File: src/rtl/enc_irq_pkg.sv
package enc_irq_pkg;
   // event layout: pulse sources, then position matches, index match, combined
   localparam int unsigned N_SRC   = 6;
   localparam int unsigned N_POS   = 3;
   localparam int unsigned B_POS0  = N_SRC;
   localparam int unsigned B_IDX   = B_POS0 + N_POS;
   localparam int unsigned B_COMB0 = B_IDX + 1;
   localparam int unsigned STAT_W  = B_COMB0 + N_POS;
   localparam int unsigned HW_W    = B_COMB0;

   // register addresses
   localparam int unsigned A_POS0  = 0;
   localparam int unsigned A_IDX   = A_POS0 + N_POS;
   localparam int unsigned A_STAT  = A_IDX + 1;
   localparam int unsigned A_SSET  = A_STAT + 1;
   localparam int unsigned A_SCLR  = A_SSET + 1;
   localparam int unsigned A_EN    = A_SCLR + 1;
   localparam int unsigned A_ESET  = A_EN + 1;
   localparam int unsigned A_ECLR  = A_ESET + 1;
   localparam int unsigned A_LAST  = A_ECLR;
endpackage

File: src/rtl/enc_cmp_match.sv
module enc_cmp_match #(
   parameter int unsigned W = 16
) (
   input  logic         clk,
   input  logic         rst_n,
   input  logic [W-1:0] ref_val,
   input  logic [W-1:0] live_val,
   output logic         hit_o
);
   logic eq_now;
   logic eq_q;

   generate
      if (W < 1) begin : g_bad_w
         $error("enc_cmp_match: W must be at least 1");
      end
   endgenerate

   assign eq_now = (ref_val == live_val);

   // starts as "already equal" so a match present at reset end is not new
   always_ff @(posedge clk) begin
      if (!rst_n) eq_q <= 1'b1;
      else        eq_q <= eq_now;
   end

   assign hit_o = eq_now & ~eq_q;

   // a crossing is reported for one cycle only
   assert_single_hit_R3: assert property (@(posedge clk) disable iff (!rst_n)
      hit_o |=> !hit_o);
endmodule

File: src/rtl/enc_irq_status.sv
module enc_irq_status
   import enc_irq_pkg::*;
(
   input  logic              clk,
   input  logic              rst_n,
   input  logic [HW_W-1:0]   hw_evt,
   input  logic [STAT_W-1:0] sw_set,
   input  logic [STAT_W-1:0] sw_clr,
   input  logic              en_load,
   input  logic [STAT_W-1:0] en_wdata,
   input  logic [STAT_W-1:0] en_set,
   input  logic [STAT_W-1:0] en_clr,
   output logic [STAT_W-1:0] stat_q,
   output logic [STAT_W-1:0] en_q,
   output logic              irq_o
);
   logic [HW_W-1:0]   base_nxt;
   logic [STAT_W-1:0] hw_all;
   logic [STAT_W-1:0] stat_d;
   logic [STAT_W-1:0] en_d;

   always_comb begin
      base_nxt = (stat_q[HW_W-1:0] | sw_set[HW_W-1:0] | hw_evt)
               & ~(sw_clr[HW_W-1:0] & ~hw_evt);
      hw_all = '0;
      hw_all[HW_W-1:0] = hw_evt;
      for (int n = 0; n < N_POS; n++) begin
         hw_all[B_COMB0+n] = base_nxt[B_POS0+n] & base_nxt[B_IDX];
      end
      // hardware wins over a same-cycle software clear
      stat_d = (stat_q | sw_set | hw_all) & ~(sw_clr & ~hw_all);
      if (en_load) en_d = en_wdata;
      else         en_d = (en_q | en_set) & ~en_clr;
   end

   always_ff @(posedge clk) begin
      if (!rst_n) begin
         stat_q <= '0;
         en_q   <= '0;
         irq_o  <= 1'b0;
      end else begin
         stat_q <= stat_d;
         en_q   <= en_d;
         irq_o  <= |(stat_d & en_d);
      end
   end

   genvar i;
   generate
      for (i = 0; i < STAT_W; i++) begin : g_bit_chk
         assert_event_wins_R8: assert property (@(posedge clk) disable iff (!rst_n)
            hw_all[i] |=> stat_q[i]);
      end
      for (i = 0; i < N_POS; i++) begin : g_comb_chk
         assert_comb_pending_R5: assert property (@(posedge clk) disable iff (!rst_n)
            (stat_q[B_POS0+i] && stat_q[B_IDX]) |-> stat_q[B_COMB0+i]);
      end
   endgenerate

   assert_sticky_R6: assert property (@(posedge clk) disable iff (!rst_n)
      1'b1 |=> ((stat_q & $past(stat_q & ~sw_clr)) == $past(stat_q & ~sw_clr)));

   assert_irq_level_R10: assert property (@(posedge clk) disable iff (!rst_n)
      irq_o == (|(stat_q & en_q)));
endmodule

File: src/rtl/enc_cmp_irq.sv
module enc_cmp_irq
   import enc_irq_pkg::*;
#(
   parameter int unsigned POS_W  = 16,
   parameter int unsigned IDX_W  = 16,
   parameter int unsigned DATA_W = 32,
   parameter int unsigned ADDR_W = 4
) (
   input  logic              clk,
   input  logic              rst_n,
   input  logic [POS_W-1:0]  pos_cnt,
   input  logic [IDX_W-1:0]  idx_cnt,
   input  logic [N_SRC-1:0]  src_evt,
   input  logic              wr_en,
   input  logic [ADDR_W-1:0] wr_addr,
   input  logic [DATA_W-1:0] wr_data,
   input  logic [ADDR_W-1:0] rd_addr,
   output logic [DATA_W-1:0] rd_data,
   output logic              irq_o
);
   generate
      if (POS_W < 1 || POS_W > DATA_W) begin : g_bad_pos
         $error("enc_cmp_irq: POS_W must be 1..DATA_W");
      end
      if (IDX_W < 1 || IDX_W > DATA_W) begin : g_bad_idx
         $error("enc_cmp_irq: IDX_W must be 1..DATA_W");
      end
      if (DATA_W < STAT_W) begin : g_bad_data
         $error("enc_cmp_irq: DATA_W too narrow for status word");
      end
      if ((1 << ADDR_W) <= A_LAST) begin : g_bad_addr
         $error("enc_cmp_irq: ADDR_W too narrow for register map");
      end
   endgenerate

   logic [POS_W-1:0]  pos_ref [N_POS];
   logic [IDX_W-1:0]  idx_ref;
   logic [N_POS-1:0]  pos_hit;
   logic              idx_hit;
   logic [STAT_W-1:0] stat_q, en_q;
   logic [STAT_W-1:0] sw_set, sw_clr, en_set, en_clr;
   logic              en_load;
   logic              unused_wdata;

   assign unused_wdata = ^wr_data;

   function automatic logic wr_at(input int unsigned a);
      return wr_en && (wr_addr == ADDR_W'(a));
   endfunction

   genvar k;
   generate
      for (k = 0; k < N_POS; k++) begin : g_pos
         always_ff @(posedge clk) begin
            if (!rst_n)                pos_ref[k] <= '0;
            else if (wr_at(A_POS0+k))  pos_ref[k] <= wr_data[POS_W-1:0];
         end

         enc_cmp_match #(.W(POS_W)) u_pos_match (
            .clk      (clk),
            .rst_n    (rst_n),
            .ref_val  (pos_ref[k]),
            .live_val (pos_cnt),
            .hit_o    (pos_hit[k])
         );

         assert_ref_hold_R11: assert property (@(posedge clk) disable iff (!rst_n)
            !(wr_en && wr_addr == ADDR_W'(A_POS0+k)) |=> $stable(pos_ref[k]));
      end
   endgenerate

   always_ff @(posedge clk) begin
      if (!rst_n)          idx_ref <= '0;
      else if (wr_at(A_IDX)) idx_ref <= wr_data[IDX_W-1:0];
   end

   enc_cmp_match #(.W(IDX_W)) u_idx_match (
      .clk      (clk),
      .rst_n    (rst_n),
      .ref_val  (idx_ref),
      .live_val (idx_cnt),
      .hit_o    (idx_hit)
   );

   assign sw_set  = wr_at(A_SSET) ? wr_data[STAT_W-1:0] : '0;
   assign sw_clr  = wr_at(A_SCLR) ? wr_data[STAT_W-1:0] : '0;
   assign en_set  = wr_at(A_ESET) ? wr_data[STAT_W-1:0] : '0;
   assign en_clr  = wr_at(A_ECLR) ? wr_data[STAT_W-1:0] : '0;
   assign en_load = wr_at(A_EN);

   enc_irq_status u_status (
      .clk      (clk),
      .rst_n    (rst_n),
      .hw_evt   ({idx_hit, pos_hit, src_evt}),
      .sw_set   (sw_set),
      .sw_clr   (sw_clr),
      .en_load  (en_load),
      .en_wdata (wr_data[STAT_W-1:0]),
      .en_set   (en_set),
      .en_clr   (en_clr),
      .stat_q   (stat_q),
      .en_q     (en_q),
      .irq_o    (irq_o)
   );

   always_comb begin
      rd_data = '0;
      for (int n = 0; n < N_POS; n++) begin
         if (rd_addr == ADDR_W'(A_POS0+n)) rd_data[POS_W-1:0] = pos_ref[n];
      end
      if (rd_addr == ADDR_W'(A_IDX))  rd_data[IDX_W-1:0]  = idx_ref;
      if (rd_addr == ADDR_W'(A_STAT)) rd_data[STAT_W-1:0] = stat_q;
      if (rd_addr == ADDR_W'(A_EN))   rd_data[STAT_W-1:0] = en_q;
   end

   assert_stat_hold_R11: assert property (@(posedge clk) disable iff (!rst_n)
      (wr_en && wr_addr == ADDR_W'(A_STAT) && src_evt == '0 && pos_hit == '0 && !idx_hit)
      |=> (stat_q == $past(stat_q)));
endmodule

File: config.mk
export PLATFORM = sky130hd
export DESIGN_NAME = enc_cmp_irq
export DESIGN_NICKNAME = d
export VERILOG_FILES = /design/src/rtl/enc_irq_pkg.sv /design/src/rtl/enc_cmp_match.sv /design/src/rtl/enc_irq_status.sv /design/src/rtl/enc_cmp_irq.sv
export SDC_FILE = /design/constraint.sdc
export NUM_CORES = 1
export LEC_CHECK = 0
export BUFFER_PORTS_ARGS = -buffer_cell sky130_fd_sc_hd__buf_4
export CAP_MARGIN = 20
export CORE_MARGIN = 3
export CORE_UTILIZATION = 56
export DETAILED_ROUTE_END_ITERATION = 8
export PLACE_DENSITY = 0.82
export SLEW_MARGIN = 20
export SYNTH_ARGS = -nofsm -noshare
export SYNTH_HDL_FRONTEND = slang
export SYNTH_HIERARCHICAL = 1
export SYNTH_SLANG_ARGS = --single-unit
export TNS_END_PERCENT = 1
File: constraint.sdc
create_clock -name clk -period 2.8 [get_ports clk]
set_input_delay 0.28 -clock clk [delete_from_list [all_inputs] [get_ports clk]]
set_output_delay 0.28 -clock clk [all_outputs]
set_load 0.005 [all_outputs]
==> metrics.txt <==
layout cells sized above 1=22.27%; DRT iter0 DRCs=365; Routed WL=15.95 mm; Finished Layout Cells=811; top_reg_cell synth=edfxtp_1; worst path required time=2.52 ns; slowest stage delay, CP=0.50 ns; Synth Area in Adders=0%; Vert. Die Dim=106.9 um; final hold vios=0; net switching power=0.0007978 W; Hold Buf Count CTS=0; Routability Congestion=0.9149; synthesized cell area=5695 sq um; Distinct cells, synth=46; largest family of logic cells by synthesized area=simple AND/OR/NAND/NOR gates; EDFF count, synth=48; HPWL Detailed=10.96 mm; Initial Util=58.00%; share of the synthesized area in the top cell type=25.31%; Syn Inst Count=593; Max-slew headroom=45.66%; total power=0.002909 W; pwr dens=442.7 nW/um^2; Ys Warns=6; most common cell in the netlist=and2_1; post-placement cell count=795; post_cts resized=0; largest cells by area after synthesis=edfxtp_1 (25%), dfxtp_1 (17%), and2_1 (10%), xor2_1 (9.8%), nor2_1 (4.5%); Data arrival, critical path=1.97 ns; Simple-Gate Fraction of Synth Area=24.03%; mux cell area share after synthesis=3.998%; Setup Buffers After CTS=0; Sw Share=27.43%; DR vias/cell=5.838; register area share after synthesis=41.83%; TritonCTS Sinks=95; syn avg cell area=9.604 sq um; Fmax=444.2 MHz; Async S/R FF share, synth=0%; XOR/XNOR Fraction of Synth Area=9.842%; fin nets=754; CTS clk-pin slew, worst paths=0.09 ns; Total Die Area=11420 sq um; Sequential Power Share=53.7%; vias=4735; post-layout util=66.91%; # fillers=774; CP most frequent cell=buf_4; RSZ-0062 raised after global routing=false; Static Leak=2.614 nW; Tmin final=2.251 ns; CTS H-Tree Depth=3; Final Max Slew Viols=0; Comb pwr share=16.2%; crit path launch type=input pin; area of the core=9819 sq um; root buffer cell=clkbuf_8; CTS Buf Count=9; grt ovf=0; number of port buffers=81; worst-margin pin slew=0.8121 ns; # diodes=0; Final period util=80.40%; post-DR wirelength/cell=19.67 um; register bit count reported by yosys=95; DIE WIDTH=106.9 um; IO Pins=114; clk buf depth=2; vias in the first global route=4556; Area Growth Syn to Fin=15.36%; setup_tns=0 ns; cell-internal power=0.002111 W; Synth area leader=edfxtp_1; Setup violations, final=0; Crit Path Class=input pin to output port; Clock Skews=0.01507 ns; Final ANT Viol Nets=0; Clock power frac=30.0%; crit end category=output port; Hold Path Class=input pin to flop; Clk Latency, worst-skew pair=0.36 ns; first-pass GRT wire length=23.87 mm; Slowest-stage cell, CP=o31ai_1; Max-Cap Viols=0; TritonRoute pass-1 iters=5; gr usage total=27.53%; Crit Path Max Fanout=26; Peak VDD IR=0.3059 mV; initial antenna violation count=0; hold slack final=0.1497 ns; synth cell count leaders=and2_1 (93), nor2_1 (68), xor2_1 (64), edfxtp_1 (48), dfxtp_1 (47); drt drc=0; Rows=36; CTS tree=done; status=finished clean; Compound-Gate Fraction of Synth Area=14.85%; pin count of the biggest net entering global routing=27; Critical Path, Cell by Cell=buf_4 > or2_1 > buf_4 > o22ai_1 > o31ai_1 > a22o_1 > buf_4
## through the flow
step                      worst slack, ns  area [sq um]
after global routing               0.4477          6570
final                              0.5489          6570
after CTS                          0.6375          6570
after floorplan                    0.4835          5752
after global placement             0.4570          6386
after detailed placement           0.3830          6386
## routing by layer
layer  vias up  track usage [%]  part of all wire [%]
li1       2207                -                     -
met1      2225            38.23                    41
met2       273            44.87                    47
met3        30            3.793                    10
met4         0            8.584                   2.2
met5         -                0                     0
## sequential cells by signal, indices dropped and copies added (netlist names)
register and cells:
u_status/en_q 13, u_idx_match/eq_q 1, u_status/stat_q 13, idx_ref 16, pos_ref 48, u_status/irq_o 1
g_pos.u_pos_match/eq_q 3
## placed cells by master (no fill, tap or decap), drive strengths merged, types with 12 or more instances in the layout
master	instances
o31ai	17
xor2	64
a21boi	13
mux2i	16
and2	106
buf	100
dfxtp	47
clkbuf	12
conb	16
a22o	13
nor4	19
nor2	70
nand2	32
a31oi	14
edfxtp	48
o21ai	15
o22ai	21
## critical path: cells and delay by family
family / cells / cell delay, ns
AOI/OAI and AO/OA: 3 / 0.87
buffers and inverters: 3 / 0.67
and+or+nand+nor: 1 / 0.14
## kinds of logic after synthesis
group | after synthesis
DFF | 95
other | 1
AOI/OAI and AO/OA | 115
muxes | 19
xor gates and xnor gates | 64
buffers and inverters | 51
and+or+nand+nor | 248
## final timing paths
check,cells after the start,slack [ns],to,startpoint
setup / recovery,7,0.55,rd_data[1],rd_addr[0]
hold / removal,3,0.15,u_status/stat_q[4],src_evt[4]
setup reg to reg,8,0.66,u_status/irq_o,idx_ref[15]
hold reg to reg,2,0.56,idx_ref[8],idx_ref[8]
## cell type report
| type | count | area (sq um) | share of cell area [%] |
|---|---|---|---|
| clock inverter | 4 | 27.53 | 0.4190 |
| clock buffer | 12 | 156.4 | 2.380 |
| sequential | 95 | 2382 | 36.26 |
| timing repair buffer | 100 | 750.7 | 11.43 |
| multi-input combinational | 462 | 3068 | 46.70 |
| tap | 133 | 166.4 | 2.533 |
| inverter | 5 | 18.77 | 0.2857 |
## power groups by stage
stage | sequential (W) | combinational, W | clock, W
floorplan | 0.00158 | 0.000259 | 0
global placement | 0.00159 | 0.000453 | 0
detailed placement | 0.00159 | 0.000462 | 0
CTS | 0.00156 | 0.000466 | 0.000870
global route | 0.00157 | 0.000506 | 0.000925
finish | 0.00156 | 0.000472 | 0.000873
No activity file was read; power rests on OpenSTA's default activity.
